File: src/rtl/fold_state_pkg.sv
package fold_state_pkg;
    localparam int NROWS  = 4;
    localparam int NCOL   = 4;
    localparam int BYTE_W = 8;
    localparam int COL_W  = NROWS * BYTE_W;
    localparam int POS_W  = $clog2(NCOL);
    localparam int DEPTH  = 2 * NCOL;
    localparam int IDX_W  = $clog2(DEPTH);

    typedef logic [BYTE_W-1:0] byte_t;
    typedef logic [POS_W-1:0]  pos_t;

    typedef enum logic { PH_IDLE, PH_RUN } phase_e;

    // row r of a column sits in the top byte for r = 0
    function automatic byte_t col_byte(input logic [COL_W-1:0] col, input int r);
        return col[COL_W-1-BYTE_W*r -: BYTE_W];
    endfunction
endpackage

File: src/rtl/fss_ctrl.sv
module fss_ctrl import fold_state_pkg::*; #(
    parameter int ROUNDS   = 10,
    parameter int SBOX_LAT = 1,
    parameter int RND_W    = 4
) (
    input  logic                       clk,
    input  logic                       rst_n,
    input  logic                       decrypt,
    input  logic                       start,
    input  logic                       load_en,
    input  logic                       unload_en,
    output logic                       wr_en,
    output pos_t                       wr_pos,
    output logic                       wr_bank,
    output logic                       rd_cur,
    output logic [NROWS-1:0][POS_W-1:0] rd_pos,
    output logic                       rd_valid,
    output pos_t                       rd_step,
    output logic [RND_W-1:0]           round_idx,
    output logic                       wr_take,
    output logic                       busy
);
    localparam logic [RND_W-1:0] LAST_RND = RND_W'(ROUNDS - 1);

    typedef struct packed {
        phase_e           phase;
        pos_t             step;
        logic [RND_W-1:0] rnd;
        pos_t             wcnt;
        logic             bank;
        pos_t             idx;
        logic             dec;
        logic             rd_d;
    } ctl_t;

    ctl_t c_q, c_d;
    logic rd_act, pend, busy_w, run_wr, ld_wr, wr_act;

    always_comb begin
        c_d    = c_q;
        rd_act = (c_q.phase == PH_RUN);
        pend   = (SBOX_LAT == 1) ? c_q.rd_d : 1'b0;
        busy_w = rd_act | pend;
        run_wr = (SBOX_LAT == 1) ? c_q.rd_d : rd_act;
        ld_wr  = !busy_w && load_en && !start;
        wr_act = run_wr | ld_wr;

        c_d.rd_d = rd_act;
        if (wr_act) begin
            c_d.wcnt = c_q.wcnt + 1'b1;
            if (c_q.wcnt == pos_t'(NCOL - 1)) c_d.bank = ~c_q.bank;
        end

        if (rd_act) begin
            c_d.step = c_q.step + 1'b1;
            if (c_q.step == pos_t'(NCOL - 1)) begin
                if (c_q.rnd == LAST_RND) c_d.phase = PH_IDLE;
                else                     c_d.rnd   = c_q.rnd + 1'b1;
            end
        end else if (!busy_w) begin
            if (start) begin
                c_d.phase = PH_RUN;
                c_d.step  = '0;
                c_d.rnd   = '0;
                c_d.dec   = decrypt;
                c_d.idx   = '0;
            end else if (unload_en) begin
                c_d.idx = c_q.idx + 1'b1;
            end
        end
    end

    always_ff @(posedge clk or negedge rst_n) begin
        if (!rst_n) c_q <= '{phase: PH_IDLE, default: '0};
        else        c_q <= c_d;
    end

    // per-row read column: rotation by row number, direction by mode
    for (genvar r = 0; r < NROWS; r++) begin : g_addr
        always_comb begin
            if (!rd_act)    rd_pos[r] = c_q.idx;
            else if (c_q.dec) rd_pos[r] = c_q.step - pos_t'(r);
            else            rd_pos[r] = c_q.step + pos_t'(r);
        end
    end

    // read side still being filled: only at a round boundary with latency
    assign rd_cur    = (SBOX_LAT == 1) && rd_act && run_wr && (c_q.wcnt == pos_t'(NCOL - 1));
    assign wr_en     = wr_act;
    assign wr_pos    = c_q.wcnt;
    assign wr_bank   = c_q.bank;
    assign rd_valid  = rd_act;
    assign rd_step   = c_q.step;
    assign round_idx = c_q.rnd;
    assign wr_take   = run_wr;
    assign busy      = busy_w;


    step_seq_chk: assert property (@(posedge clk) disable iff (!rst_n)
        (rd_act && c_q.step != pos_t'(NCOL - 1)) |=> (rd_act && c_q.step == $past(c_q.step) + 1'b1));

    rnd_adv_chk: assert property (@(posedge clk) disable iff (!rst_n)
        (rd_act && c_q.step == pos_t'(NCOL - 1) && c_q.rnd != LAST_RND) |=>
        (rd_act && c_q.rnd == $past(c_q.rnd) + 1'b1));

    mode_hold_chk: assert property (@(posedge clk) disable iff (!rst_n)
        (rd_act && $past(rd_act)) |-> $stable(c_q.dec));

    busy_cover_chk: assert property (@(posedge clk) disable iff (!rst_n)
        rd_valid |-> busy);

    if (SBOX_LAT == 1) begin : g_lat1
        wr_follow_chk: assert property (@(posedge clk) disable iff (!rst_n)
            rd_valid |=> wr_take);
    end else begin : g_lat0
        wr_follow_chk: assert property (@(posedge clk) disable iff (!rst_n)
            rd_valid |-> wr_take);
    end
endmodule

File: src/rtl/fss_row.sv
module fss_row import fold_state_pkg::*; #(
    parameter int STYLE = 0
) (
    input  logic  clk,
    input  logic  rst_n,
    input  logic  wr_en,
    input  byte_t wr_byte,
    input  pos_t  wr_pos,
    input  logic  wr_bank,
    input  pos_t  rd_pos,
    input  logic  rd_cur,
    output byte_t rd_byte
);
    logic [DEPTH-1:0][BYTE_W-1:0] s_q, s_d;
    logic fwd;

    assign fwd = rd_cur && (rd_pos == pos_t'(NCOL - 1));

    if (STYLE == 0) begin : g_pingpong
        logic [IDX_W-1:0] wa, ra;
        always_comb begin
            s_d = s_q;
            wa  = {wr_bank, wr_pos};
            if (wr_en) s_d[wa] = wr_byte;
            ra = rd_cur ? {wr_bank, rd_pos} : {~wr_bank, rd_pos};
        end
        assign rd_byte = fwd ? wr_byte : s_q[ra];
    end else begin : g_shift
        logic [IDX_W-1:0] age, tap;
        logic bank_unused;
        assign bank_unused = wr_bank;
        always_comb begin
            s_d = s_q;
            if (wr_en) begin
                for (int i = DEPTH - 1; i > 0; i--) s_d[i] = s_q[i-1];
                s_d[0] = wr_byte;
            end
            // writes since the read-side column 0 entered the register
            age = rd_cur ? IDX_W'(wr_pos) : IDX_W'(NCOL) + IDX_W'(wr_pos);
            tap = age - IDX_W'(1) - IDX_W'(rd_pos);
        end
        assign rd_byte = fwd ? wr_byte : s_q[tap];
    end

    always_ff @(posedge clk or negedge rst_n) begin
        if (!rst_n) s_q <= '0;
        else        s_q <= s_d;
    end


    store_hold_chk: assert property (@(posedge clk) disable iff (!rst_n)
        !wr_en |=> $stable(s_q));
endmodule

File: src/rtl/fold_state_store.sv
module fold_state_store import fold_state_pkg::*; #(
    parameter int ROUNDS    = 10,
    parameter int SBOX_LAT  = 1,
    parameter int ROW_STYLE = 0,
    localparam int RND_W    = (ROUNDS > 1) ? $clog2(ROUNDS) : 1
) (
    input  logic             clk,
    input  logic             rst_n,
    input  logic             decrypt,
    input  logic             start,
    input  logic             load_en,
    input  logic             unload_en,
    input  logic [COL_W-1:0] col_in,
    output logic [COL_W-1:0] col_out,
    output logic             rd_valid,
    output logic [POS_W-1:0] rd_step,
    output logic [RND_W-1:0] round_idx,
    output logic             wr_take,
    output logic             busy
);
    logic wr_en, wr_bank, rd_cur;
    pos_t wr_pos;
    logic [NROWS-1:0][POS_W-1:0] rd_pos;

    fss_ctrl #(.ROUNDS(ROUNDS), .SBOX_LAT(SBOX_LAT), .RND_W(RND_W)) ctrl_i (
        .clk(clk), .rst_n(rst_n), .decrypt(decrypt), .start(start),
        .load_en(load_en), .unload_en(unload_en),
        .wr_en(wr_en), .wr_pos(wr_pos), .wr_bank(wr_bank), .rd_cur(rd_cur),
        .rd_pos(rd_pos), .rd_valid(rd_valid), .rd_step(rd_step),
        .round_idx(round_idx), .wr_take(wr_take), .busy(busy)
    );

    for (genvar r = 0; r < NROWS; r++) begin : g_row
        byte_t rb;
        fss_row #(.STYLE(ROW_STYLE)) row_i (
            .clk(clk), .rst_n(rst_n), .wr_en(wr_en),
            .wr_byte(col_byte(col_in, r)), .wr_pos(wr_pos), .wr_bank(wr_bank),
            .rd_pos(rd_pos[r]), .rd_cur(rd_cur), .rd_byte(rb)
        );
        assign col_out[COL_W-1-BYTE_W*r -: BYTE_W] = rb;
    end
endmodule

File: config.mk
export PLATFORM = sky130hd
export DESIGN_NAME = fold_state_store
export DESIGN_NICKNAME = d
export VERILOG_FILES = /design/src/rtl/fold_state_pkg.sv /design/src/rtl/fss_ctrl.sv /design/src/rtl/fss_row.sv /design/src/rtl/fold_state_store.sv
export SDC_FILE = /design/constraint.sdc
export NUM_CORES = 1
export LEC_CHECK = 0
export CORE_UTILIZATION = 48
export DETAILED_ROUTE_END_ITERATION = 8
export DONT_BUFFER_PORTS = 1
export GPL_TIMING_DRIVEN = 1
export PLACE_DENSITY_LB_ADDON = 0.15
export SLEW_MARGIN = 20
export SYNTH_ARGS = -nofsm -noshare
export SYNTH_HDL_FRONTEND = slang
export SYNTH_HIERARCHICAL = 1
export SYNTH_SLANG_ARGS = --single-unit
export TNS_END_PERCENT = 100
File: constraint.sdc
create_clock -name clk -period 3.34 [get_ports clk]
set_input_delay 0.334 -clock clk [delete_from_list [all_inputs] [get_ports clk]]
set_output_delay 0.334 -clock clk [all_outputs]
set_load 0.01 [all_outputs]
==> results of run 1 <==
[worst paths after layout]
check,to,slack [ns],cells past startpoint
worst max register to register,g_row[3].row_i/s_q[12],0.80,7
min in group clk,ctrl_i/c_q[2],0.06,2
max in group asynchronous,g_row[3].row_i/s_q[63],3.00,0
worst min-delay path,g_row[2].row_i/s_q[38],-0.52,0
worst min register to register,g_row[0].row_i/s_q[47],0.50,1
worst max-delay path,col_out[13],0.12,7
[stage by stage]
stage               cells  hold WS (ns)
floorplan            1201        0.0384
global placement     1521        0.0480
detailed placement   1521        0.0496
CTS                  1612        -0.542
global route         1615        -0.541
finish               1616        -0.521
[cells in the final DEF, fill, tap and decap left out, drive strengths merged, types with 2 or more instances in the layout]
cell type,Yosys,routed
nand2b,20,20
dlygate4sd3,0,35
a21oi,29,29
o2bb2ai,2,2
mux2i,49,49
buf,71,38
nor2b,32,32
a21boi,4,4
clkinvlp,0,2
o21a,2,2
a221oi,24,24
o21ai,23,23
nand4,4,4
clkinv,0,5
dfrtp,270,270
nor3b,10,10
and3,5,5
xnor2,3,3
a211oi,20,20
nand2,122,122
clkbuf,26,48
inv,12,10
mux4,8,8
o211ai,22,22
and2,4,4
nand3b,8,8
mux2,259,259
ha,4,4
nand3,30,30
o22ai,8,8
nand4b,12,12
nor2,12,12
nor3,29,29
a22oi,36,36
o32ai,4,4
a32oi,28,28
[cell usage after synthesis (16+ instances only)]
| cell type | number | area share, % |
|---|---|---|
| dfrtp_1 | 270 | 47 |
| mux2_2 | 259 | 20 |
| nand2_1 | 122 | 3.2 |
| mux2i_1 | 49 | 3.4 |
| a22oi_1 | 36 | 1.9 |
| buf_2 | 32 | 1.1 |
| nor2b_1 | 32 | 1.4 |
| buf_4 | 30 | 1.6 |
| nand3_1 | 30 | 1.1 |
| a21oi_1 | 29 | 1.0 |
| a32oi_1 | 28 | 1.7 |
| a221oi_1 | 24 | 1.5 |
| clkbuf_1 | 22 | 0.58 |
| o211ai_1 | 22 | 1.2 |
| nor3_1 | 21 | 0.74 |
| o21ai_0 | 21 | 0.74 |
| a211oi_1 | 20 | 1.1 |
| nand2b_1 | 16 | 0.70 |
[layout make-up]
| class | count | share of cell area (%) |
|---|---|---|
| antenna | 1 | 0.0157 |
| clock buffer | 47 | 5.55 |
| clock inverter | 6 | 0.345 |
| inverter | 12 | 0.329 |
| multi-input combinational | 822 | 43.8 |
| sequential | 270 | 42.4 |
| tap | 384 | 3.01 |
| timing repair buffer | 74 | 4.50 |
[critical path: stages, from the launching register on]
cell      delay (ns)
dfrtp_2         0.49
mux2_2          0.30
buf_4           0.31
nor2b_1         0.58
a32oi_1         0.20
a21boi_0        0.19
o21ai_0         0.10
buf_4           0.15
[sequential cells by signal, indices dropped and copies added (netlist names)]
signal,cells
ctrl_i/rd_step,2
ctrl_i/wr_pos,2
ctrl_i/round_idx,4
g_row.row_i/s_q,256
ctrl_i/c_q,3
ctrl_i/wr_take,1
ctrl_i/rd_valid,1
ctrl_i/wr_bank,1
[cells by family (layout without fill, tap and decap cells)]
family	Yosys count	in the layout
AOI/OAI and AO/OA	205	205
xor gates and xnor gates	4	4
adders and majority gates	4	4
buffers and inverters	109	139
DFF	270	270
muxes	316	316
other	0	1
and+or+nand+nor	293	293
[layer usage]
layer	vias up	global-route usage [%]	part of all wire, %	routed length [um]
met4	0	7.25	2.9	999
met3	68	3.61	4.6	1580
met5	-	0	0	0
li1	4478	-	-	-
met1	5004	31.2	45	15400
met2	199	36.6	48	16400
[what timing repair did]
item	4_1_cts	5_1_grt
endpoints found under the setup margin	31	22
pin swaps	0	2
cloned	0	1
resized for setup	12	20
hold endpoints to repair	530	270
buffers inserted	3	2
==> parameters.txt, run 1 <==
Parameter                              Value

Outcome
  Run status ... complete, but fails checks
  Violated checks ... hold timing

Synth
  Synth async-reset ratio ... 100%
  Synth Flop Type ... dfrtp_1
  Post-Synth XOR/XNOR Area ... less than 1%
  Sequential fraction of the synthesis area ... 47.3%
  Multiplexer share of the synthesized area ... 25.1%
  Cells after synthesis ... 1201
  Number of flip-flops and latches in the synthesized netlist ... 270
  Post-Syn Area ... 14300 um^2
  Arithmetic-cell share of the synthesized area counting full adders, half adders and majority gates ... 0.350%
  Yosys cell types ... 50
  Dominant combinational cell family by area after synthesis ... multiplexers
  Synthesized net count ... approximately 1200
  Number of synthesized flops with an enable pin ... 0
  Compound-gate portion of the synthesized area ... 10.3%
  Yosys warnings ... 6
  Fraction of the mapped netlist area in simple logic gates ... 12.2%
  Mean post-synth cell area ... 11.9 um^2

Critical path
  Category of the critical setup timing path ... reg -> out
  Critical path startpoint category ... flip-flop
  Critical Path Sink Type ... output pin
  R2r startpoint ... ctrl_i/rd_valid
  Worst path arrival time ... 2.89 ns
  Data required time at the worst endpoint ... 3.01 ns
  Crit path launch ... ctrl_i/rd_valid
  CP max FO ... 28

Floorplan
  Die area ... 30500 um^2
  Number of ports placed on the die boundary ... a little under 80
  Die Span Y ... 175 um
  Starting density of the core ... 49.2%
  Number of placement rows ... a little over 60
  Die outline width ... 175 um
  Total core area ... 29000 um^2

Placement
  Setup slack after placement ... 0.388 ns
  Gp weighted congestion ... slightly above 0.8
  PortBufs ... 0
  Half-perimeter wire length after placement ... around 21000 um
  Cell area after placement ... around 14000 um^2

Global route
  Antenna violations before repair ... 1
  Overall fraction of global-route tracks in use ... 22.6%
  First-pass GRT wire length ... 54700 um
  Congestion Overflow GR ... 0
  Pin count of the biggest net entering global routing ... ~270
  Via count of the first global-routing pass ... roughly 9700

Route
  Number of detailed-route iterations in the first pass ... 5
  Overall via count from detail_route ... 9749
  Average wire length per cell after detail routing ... 21.3 um
  Detail-routed via count per cell ... a little over 6
  Post-detailed-routing wire length ... 34400 um
  Antenna Violating Nets Remaining ... 0
  Initial DRC count ... 768
  DRC violations left ... 0

CTS
  Worst-skew pair later-pin latency ... 0.56 ns
  CTS tree ... yes
  Sink Count ... 270
  Root buffer cell ... clkbuf_16
  Maximum number of buffers from clock root to sink ... 3
  Clock slew seen by the registers of the worst setup and hold paths ... 0.06 ns
  CTS Hold Buffers Added ... 35
  CTS buffer count ... 30
  CTS HTree Levels ... 1

Timing
  Hold Fails Final Rpt ... 270
  Fin Hold WS ... -0.521 ns
  Remaining max-slew budget at the tightest pin ... between 30% and 40%
  Final Cycle Share ... 96.5%
  Maximum clock skew at final layout ... 0.0198 ns
  Setup repair after global routing missed its margin ... true
  Crit path setup slack, layout ... 0.117 ns
  Slew at the pin closest to its max-slew limit ... 1.05 ns
  Setup-failing EPs final ... 0
  Highest Clock Rate ... a little over 300 MHz
  Final critical path time including I/O delays and setup ... 3.22 ns
  Slew Limit Fails ... 0
  Final setup TNS ... 0 ns

Cells and area
  Area taken by multi-input logic gates ... 7000 um^2
  Final design utilization ... 55.0%
  Register Area ... 6760 um^2
  Area of all placed cells without fillers ... 16000 um^2
  Synthesis-to-layout area growth ... 11.7%
  Filler instances ... 2541
  Fraction of final layout cells with drive strength greater than 1 ... 32.7%
  Net count of the finished layout ... 1252

Flow run
  Max-capacitance violation count ... 0

Hold path
  Min-delay worst type ... in -> async
Power of run 1 is left out: the tool's default activity adds up to more than one toggle a clock period on the data nets, which glitch-free logic cannot reach.
==> run 2: changes to the inputs <==
- CORE_MARGIN: default -> 4
- CORE_UTILIZATION: 48 -> 69
==> run 2 against run 1 <==
The flow still finishes with violations (hold timing); setup slack gained 0.013 ns; non-clock buffer count grew 3; utilization grew 24 points; wire length fell by 4.4%; die area is 24% lower; via count rose by 1.5%; global-route usage rose by 5.2 points; sequential share of layout area is essentially flat.
==> parameters.txt, run 2 (synthesized netlist as in run 1, its figures left out) <==
Parameter                              Value

Timing
  Setup-failing EPs final ... 0 (unchanged)
  Fin Hold WS ... -0.513 ns (was -0.521 ns)
  Slew at the pin closest to its max-slew limit ... 0.956 ns (was 1.05 ns)
  Highest Clock Rate ... 312 MHz (was 310 MHz)
  Final Cycle Share ... 96.1% (was 96.5%)
  Slew Limit Fails ... 0 (unchanged)
  Maximum clock skew at final layout ... 0.0126 ns (was 0.0198 ns)
  Final critical path time including I/O delays and setup ... 3.21 ns (was 3.22 ns)
  Remaining max-slew budget at the tightest pin ... 36.3% (was 30.2%)
  Hold Fails Final Rpt ... 270 (unchanged)
  Setup repair after global routing missed its margin ... true (unchanged)

Global route
  Via count of the first global-routing pass ... 9765 (was 9651)
  First-pass GRT wire length ... 53400 um (was 54700 um)
  Congestion Overflow GR ... 0 (unchanged)
  Antenna violations before repair ... 1 (unchanged)
  Pin count of the biggest net entering global routing ... 271 (unchanged)
  Overall fraction of global-route tracks in use ... 27.8% (was 22.6%)

Cells and area
  Synthesis-to-layout area growth ... 11.6% (was 11.7%)
  Fraction of final layout cells with drive strength greater than 1 ... 33.1% (was 32.7%)
  Highest-count cells in the layout ignoring fill and taps ... 268 x dfrtp_1, 258 x mux2_2, 121 x nand2_1 (was 266 x dfrtp_1, 259 x mux2_2, 120 x nand2_1)
  Register with the most flip-flops ... g_row.row_i/s_q (unchanged)
  Non-filler instance count after layout ... 1505 (was 1616)
  Net count of the finished layout ... 1254 (was 1252)
  Number of flip-flops under the largest register name ... 256 (unchanged)
  Most frequent standard cell in the layout excluding fill and tap cells ... dfrtp_1 (unchanged)
  Area of all placed cells without fillers ... 15900 um^2 (was 16000 um^2)

Route
  Number of detailed-route iterations in the first pass ... 5 (unchanged)
  Average wire length per cell after detail routing ... 21.8 um (was 21.3 um)
  Initial DRC count ... 774 (was 768)
  Antenna Violating Nets Remaining ... 0 (unchanged)
  Detail-routed via count per cell ... 6.57 (was 6.03)
  DRC violations left ... 0 (unchanged)
  Overall via count from detail_route ... 9892 (was 9749)
  Post-detailed-routing wire length ... 32800 um (was 34400 um)

Floorplan
  Total core area ... 20300 um^2 (was 29000 um^2)
  Number of placement rows ... 52 (was 62)
  Die outline width ... 152 um (was 175 um)
  Die Span Y ... 152 um (was 175 um)
  Starting density of the core ... 70.4% (was 49.2%)
  Number of ports placed on the die boundary ... 79 (unchanged)
  Die area ... 23100 um^2 (was 30500 um^2)

Critical path
  R2r startpoint ... ctrl_i/wr_bank (was ctrl_i/rd_valid)
  Slowest CP cell ... and3_4 (was nor2b_1)
  Sequence of cells on the critical path ... buf_4, and3_4, buf_12, nor2b_1, o22ai_1, a22oi_1, o32ai_1, nor3_1, buf_4 (was mux2_2, buf_4, nor2b_1, a32oi_1, a21boi_0, o21ai_0, buf_4)
  Largest delay contributor family on the critical path ... simple AND/OR/NAND/NOR gates (unchanged)
  Worst r2r path cells ... 3 (was 7)
  Category of the critical setup timing path ... reg -> out (unchanged)
  Data required time at the worst endpoint ... 3.01 ns (about the same)
  Number of stages on the worst setup path ... 9 (was 7)
  Worst path arrival time ... 2.88 ns (was 2.89 ns)
  Endpoint of the worst-slack reg-to-reg timing path ... g_row[1].row_i/s_q[41] (was g_row[3].row_i/s_q[12])
  Critical path startpoint category ... flip-flop (unchanged)
  Register-to-register path setup slack ... 0.67 ns (was 0.80 ns)
  Critical Path Sink Type ... output pin (unchanged)
  Longest individual stage delay on the worst path ... 0.38 ns (was 0.58 ns)
  Crit path top cell by count ... buf_4 (unchanged)
  Bufs and invs on worst path ... 3 (was 2)
  CP max FO ... 24 (was 28)

Placement
  Cell area after placement ... 14300 um^2 (was 14500 um^2)
  Half-perimeter wire length after placement ... 20000 um (was 20700 um)
  Placed instance count ... 1407 (was 1521)
  Gp weighted congestion ... 0.846 (was 0.807)
  PortBufs ... 0 (unchanged)

Hold path
  Min-delay worst type ... in -> async (unchanged)

CTS
  CTS buffer count ... 29 (was 30)
  Clock slew seen by the registers of the worst setup and hold paths ... 0.06 ns (about the same)
  Root buffer cell ... clkbuf_16 (unchanged)
  CTS HTree Levels ... 1 (unchanged)
  CTS tree ... yes (unchanged)
  Maximum number of buffers from clock root to sink ... 3 (unchanged)
  Worst-skew pair later-pin latency ... 0.54 ns (was 0.56 ns)
  Sink Count ... 270 (unchanged)
  CTS Hold Buffers Added ... 35 (unchanged)

Outcome
  Violated checks ... hold timing (unchanged)
  Run status ... complete, but fails checks (unchanged)

Flow run
  Max-capacitance violation count ... 0 (unchanged)
==> run 2: cell count changes in the layout (fill, tap and decap cells not counted), moves of 3 or more <==
| cell | previous run | this run |
|---|---|---|
| buf_4 | 33 | 37 |
| bufinv_16 | 1 | 10 |
| clkbuf_16 | 32 | 29 |
| buf_12 | 4 | 1 |
| clkbuf_1 | 11 | 2 |
| clkinvlp_4 | 2 | 7 |
==> run 2: worst max-delay path by stage <==
stage / slack (ns) / startpoint / end
global route: -0.01 / ctrl_i/rd_step[0] / col_out[4]
detailed placement: 0.59 / ctrl_i/rd_step[0] / col_out[4]
CTS: 0.03 / ctrl_i/rd_step[0] / col_out[4]
global placement: 0.62 / ctrl_i/rd_valid / col_out[29]
finish: 0.13 / ctrl_i/rd_valid / col_out[4]
floorplan: 0.93 / ctrl_i/rd_valid / col_out[4]
==> run 2: final cells by class <==
class,count,area [um^2]
multi-input combinational,822,6960
sequential,270,6760
fill,1280,4350
clock buffer,34,774
timing repair buffer,77,701
clock inverter,19,353
tap,270,338
inverter,12,60.1
antenna,1,2.50
==> run 2: metrics by stage <==
| stage | TNS [ns] | worst slack [ns] | util (%) |
|---|---|---|---|
| after detailed placement | 0 | 0.593 | 70.6 |
| after floorplan | 0 | 0.934 | - |
| after global routing | -0.0166 | -0.0125 | 78.6 |
| after CTS | 0 | 0.0288 | 77.9 |
| final | 0 | 0.131 | 78.6 |
| after global placement | 0 | 0.623 | 70.6 |
==> run 2: routing by layer <==
layer | wire length, um | global-route usage (%) | vias up
met4 | 741 | 7.36 | 2
met2 | 16000 | 44.9 | 345
met3 | 2160 | 5.40 | 61
li1 | - | - | 4482
met5 | 13 | 0 | -
met1 | 13900 | 39.3 | 5002
==> run 2: timing repair <==
item | CTS | global route
resized for setup | 0 | 21
setup buffers | 0 | 9
endpoints found under the setup margin | 0 | 30
hold endpoints to repair | 530 | 270
Power of run 2 is left out for the same reason.
==> run 3: changes to the inputs <==
- CORE_UTILIZATION: 69 -> 55
==> run 3 against run 2 <==
Worst hold slack worse by 0.0033 ns; the run still ends with hold timing left; die area increased by 24%; maximum frequency increased by 0.70%; critical path type unchanged; critical endpoint is now col_out[17]; via count decreased by 1.1%; setup slack improved by 0.022 ns; highest routed layer unchanged; non-clock buffer count shrank 2; first-iteration DRC count decreased by 22%.
==> parameters.txt, run 3 (synthesized netlist as in run 1, its figures left out) <==
Parameter                              Value

Critical path
  Crit path top cell by count ... nand2_1 (was buf_4)
  Sequence of cells on the critical path ... ha_1, xnor2_1, nand2_1, o21a_2, buf_12, mux2i_1, a221oi_1, a22oi_1, nand2_1 (was buf_4, and3_4, buf_12, nor2b_1, o22ai_1, a22oi_1, o32ai_1, nor3_1, buf_4)
  Data required time at the worst endpoint ... 3.01 ns (about the same)
  Worst path arrival time ... 2.85 ns (was 2.88 ns)
  Category of the critical setup timing path ... reg -> out (unchanged)
  Worst r2r path cells ... 7 (was 3)
  Bufs and invs on worst path ... 1 (was 3)
  Register-to-register path setup slack ... 0.52 ns (was 0.67 ns)
  CP max FO ... 26 (was 24)
  Largest delay contributor family on the critical path ... compound AO/OA/AOI/OAI gates (was simple AND/OR/NAND/NOR gates)
  Critical path startpoint category ... flip-flop (unchanged)
  Crit path launch ... ctrl_i/rd_step[0] (was ctrl_i/rd_valid)
  Slowest CP cell ... dfrtp_1 (was and3_4)
  R2r startpoint ... ctrl_i/rd_valid (was ctrl_i/wr_bank)
  Endpoint of the worst-slack reg-to-reg timing path ... g_row[2].row_i/s_q[28] (was g_row[1].row_i/s_q[41])
  Longest individual stage delay on the worst path ... 0.41 ns (was 0.38 ns)
  Critical Path Sink Type ... output pin (unchanged)

Placement
  PortBufs ... 0 (unchanged)
  Setup slack after placement ... 0.448 ns (was 0.593 ns)
  Placed instance count ... 1469 (was 1407)
  Half-perimeter wire length after placement ... 20400 um (was 20000 um)
  Gp weighted congestion ... 0.818 (was 0.846)

Cells and area
  Non-filler instance count after layout ... 1566 (was 1505)
  Number of flip-flops under the largest register name ... 256 (unchanged)
  Synthesis-to-layout area growth ... 11.4% (was 11.6%)
  Register with the most flip-flops ... g_row.row_i/s_q (unchanged)
  Fraction of final layout cells with drive strength greater than 1 ... 33.1% (about the same)
  Net count of the finished layout ... 1253 (was 1254)
  Highest-count cells in the layout ignoring fill and taps ... 267 x dfrtp_1, 258 x mux2_2, 120 x nand2_1 (was 268 x dfrtp_1, 258 x mux2_2, 121 x nand2_1)
  Most frequent standard cell in the layout excluding fill and tap cells ... dfrtp_1 (unchanged)

CTS
  CTS buffer count ... 30 (was 29)
  Clock slew seen by the registers of the worst setup and hold paths ... 0.06 ns (about the same)
  Sink Count ... 270 (unchanged)
  CTS Hold Buffers Added ... 35 (unchanged)
  Maximum number of buffers from clock root to sink ... 3 (unchanged)
  CTS HTree Levels ... 1 (unchanged)
  Root buffer cell ... clkbuf_16 (unchanged)
  Worst-skew pair later-pin latency ... 0.55 ns (was 0.54 ns)
  CTS tree ... yes (unchanged)

Timing
  Fin Hold WS ... -0.516 ns (was -0.513 ns)
  Crit path setup slack, layout ... 0.153 ns (was 0.131 ns)
  Final setup TNS ... 0 ns (unchanged)
  Maximum clock skew at final layout ... 0.00773 ns (was 0.0126 ns)
  Final critical path time including I/O delays and setup ... 3.19 ns (was 3.21 ns)
  Slew at the pin closest to its max-slew limit ... 0.766 ns (was 0.956 ns)
  Final Cycle Share ... 95.4% (was 96.1%)
  Hold Fails Final Rpt ... 270 (unchanged)
  Setup repair after global routing missed its margin ... true (unchanged)
  Slew Limit Fails ... 0 (unchanged)
  Setup-failing EPs final ... 0 (unchanged)
  Remaining max-slew budget at the tightest pin ... 48.9% (was 36.3%)
  Highest Clock Rate ... 314 MHz (was 312 MHz)

Global route
  Via count of the first global-routing pass ... 9754 (was 9765)
  Antenna violations before repair ... 2 (was 1)
  Overall fraction of global-route tracks in use ... 23.2% (was 27.8%)
  Congestion Overflow GR ... 0 (unchanged)
  First-pass GRT wire length ... 53900 um (was 53400 um)
  Pin count of the biggest net entering global routing ... 271 (unchanged)

Floorplan
  Die area ... 28600 um^2 (was 23100 um^2)
  Number of ports placed on the die boundary ... 79 (unchanged)
  Total core area ... 25400 um^2 (was 20300 um^2)
  Die outline width ... 169 um (was 152 um)
  Number of placement rows ... 58 (was 52)
  Die Span Y ... 169 um (was 152 um)
  Starting density of the core ... 56.3% (was 70.4%)

Hold path
  Min-delay worst type ... in -> async (unchanged)

Route
  Average wire length per cell after detail routing ... 21.5 um (was 21.8 um)
  Initial DRC count ... 601 (was 774)
  Detail-routed via count per cell ... 6.25 (was 6.57)
  Post-detailed-routing wire length ... 33600 um (was 32800 um)
  Antenna Violating Nets Remaining ... 0 (unchanged)
  DRC violations left ... 0 (unchanged)
  Overall via count from detail_route ... 9788 (was 9892)
  Number of detailed-route iterations in the first pass ... 5 (unchanged)

Outcome
  Run status ... complete, but fails checks (unchanged)
  Violated checks ... hold timing (unchanged)

Flow run
  Max-capacitance violation count ... 0 (unchanged)
## run 3: cell count changes in the layout (fill, tap and decap cells not counted), moves of 3 or more
| cell | before | now |
|---|---|---|
| clkinv_2 | 6 | 9 |
| inv_1 | 8 | 11 |
| nor2b_2 | 3 | 6 |
| clkbuf_16 | 29 | 32 |
| nor2b_1 | 29 | 26 |
| bufinv_16 | 10 | 1 |
| clkbuf_1 | 2 | 7 |
| buf_12 | 1 | 4 |
| buf_4 | 37 | 33 |
| clkinvlp_4 | 7 | 1 |
| clkbuf_8 | 3 | 8 |
## run 3: timing repair
item,4_1_cts,5_1_grt
buffers inserted,1,3
gates resized for setup,7,25
hold endpoints to repair,530,270
gates cloned,0,1
pin swaps,0,1
setup endpoints to repair,13,31
## run 3: cell type report
class / instances / area, um^2
Clock buffer: 46 / 912
Antenna cell: 1 / 2.50
Timing Repair Buffer: 75 / 726
Tap cell: 330 / 413
Sequential cell: 270 / 6760
Inverter: 12 / 48.8
Fill cell: 2028 / 9480
Multi-Input combinational cell: 822 / 6980
Clock inverter: 10 / 75.1
## run 3: worst max path at each step
| stage | end | slack, ns | depth (start not counted) |
|---|---|---|---|
| final | col_out[17] | 0.15 | 9 |
| after global routing | col_out[21] | -0.0007 | 10 |
| after CTS | col_out[29] | 0.0009 | 10 |
| after detailed placement | col_out[21] | 0.45 | 8 |
| after global placement | col_out[13] | 0.48 | 6 |
| after floorplan | col_out[4] | 0.93 | 11 |
## run 3: metrics by stage
| stage | area (um^2) | utilization [%] |
|---|---|---|
| finish | 15900 | 62.7 |
| global route | 15900 | 62.7 |
| CTS | 15800 | 62.2 |
| detailed placement | 14400 | 56.8 |
| global placement | 14400 | 56.8 |
| floorplan | 14300 | - |
## run 3: layer usage
layer	global-route usage, %	vias to the layer above	routed length (um)
li1	-	4491	-
met1	32.8	5021	15000
met2	37.7	227	16200
met3	3.98	47	1780
met4	5.78	2	674
met5	0	-	17
Power of run 3 is left out for the same reason.
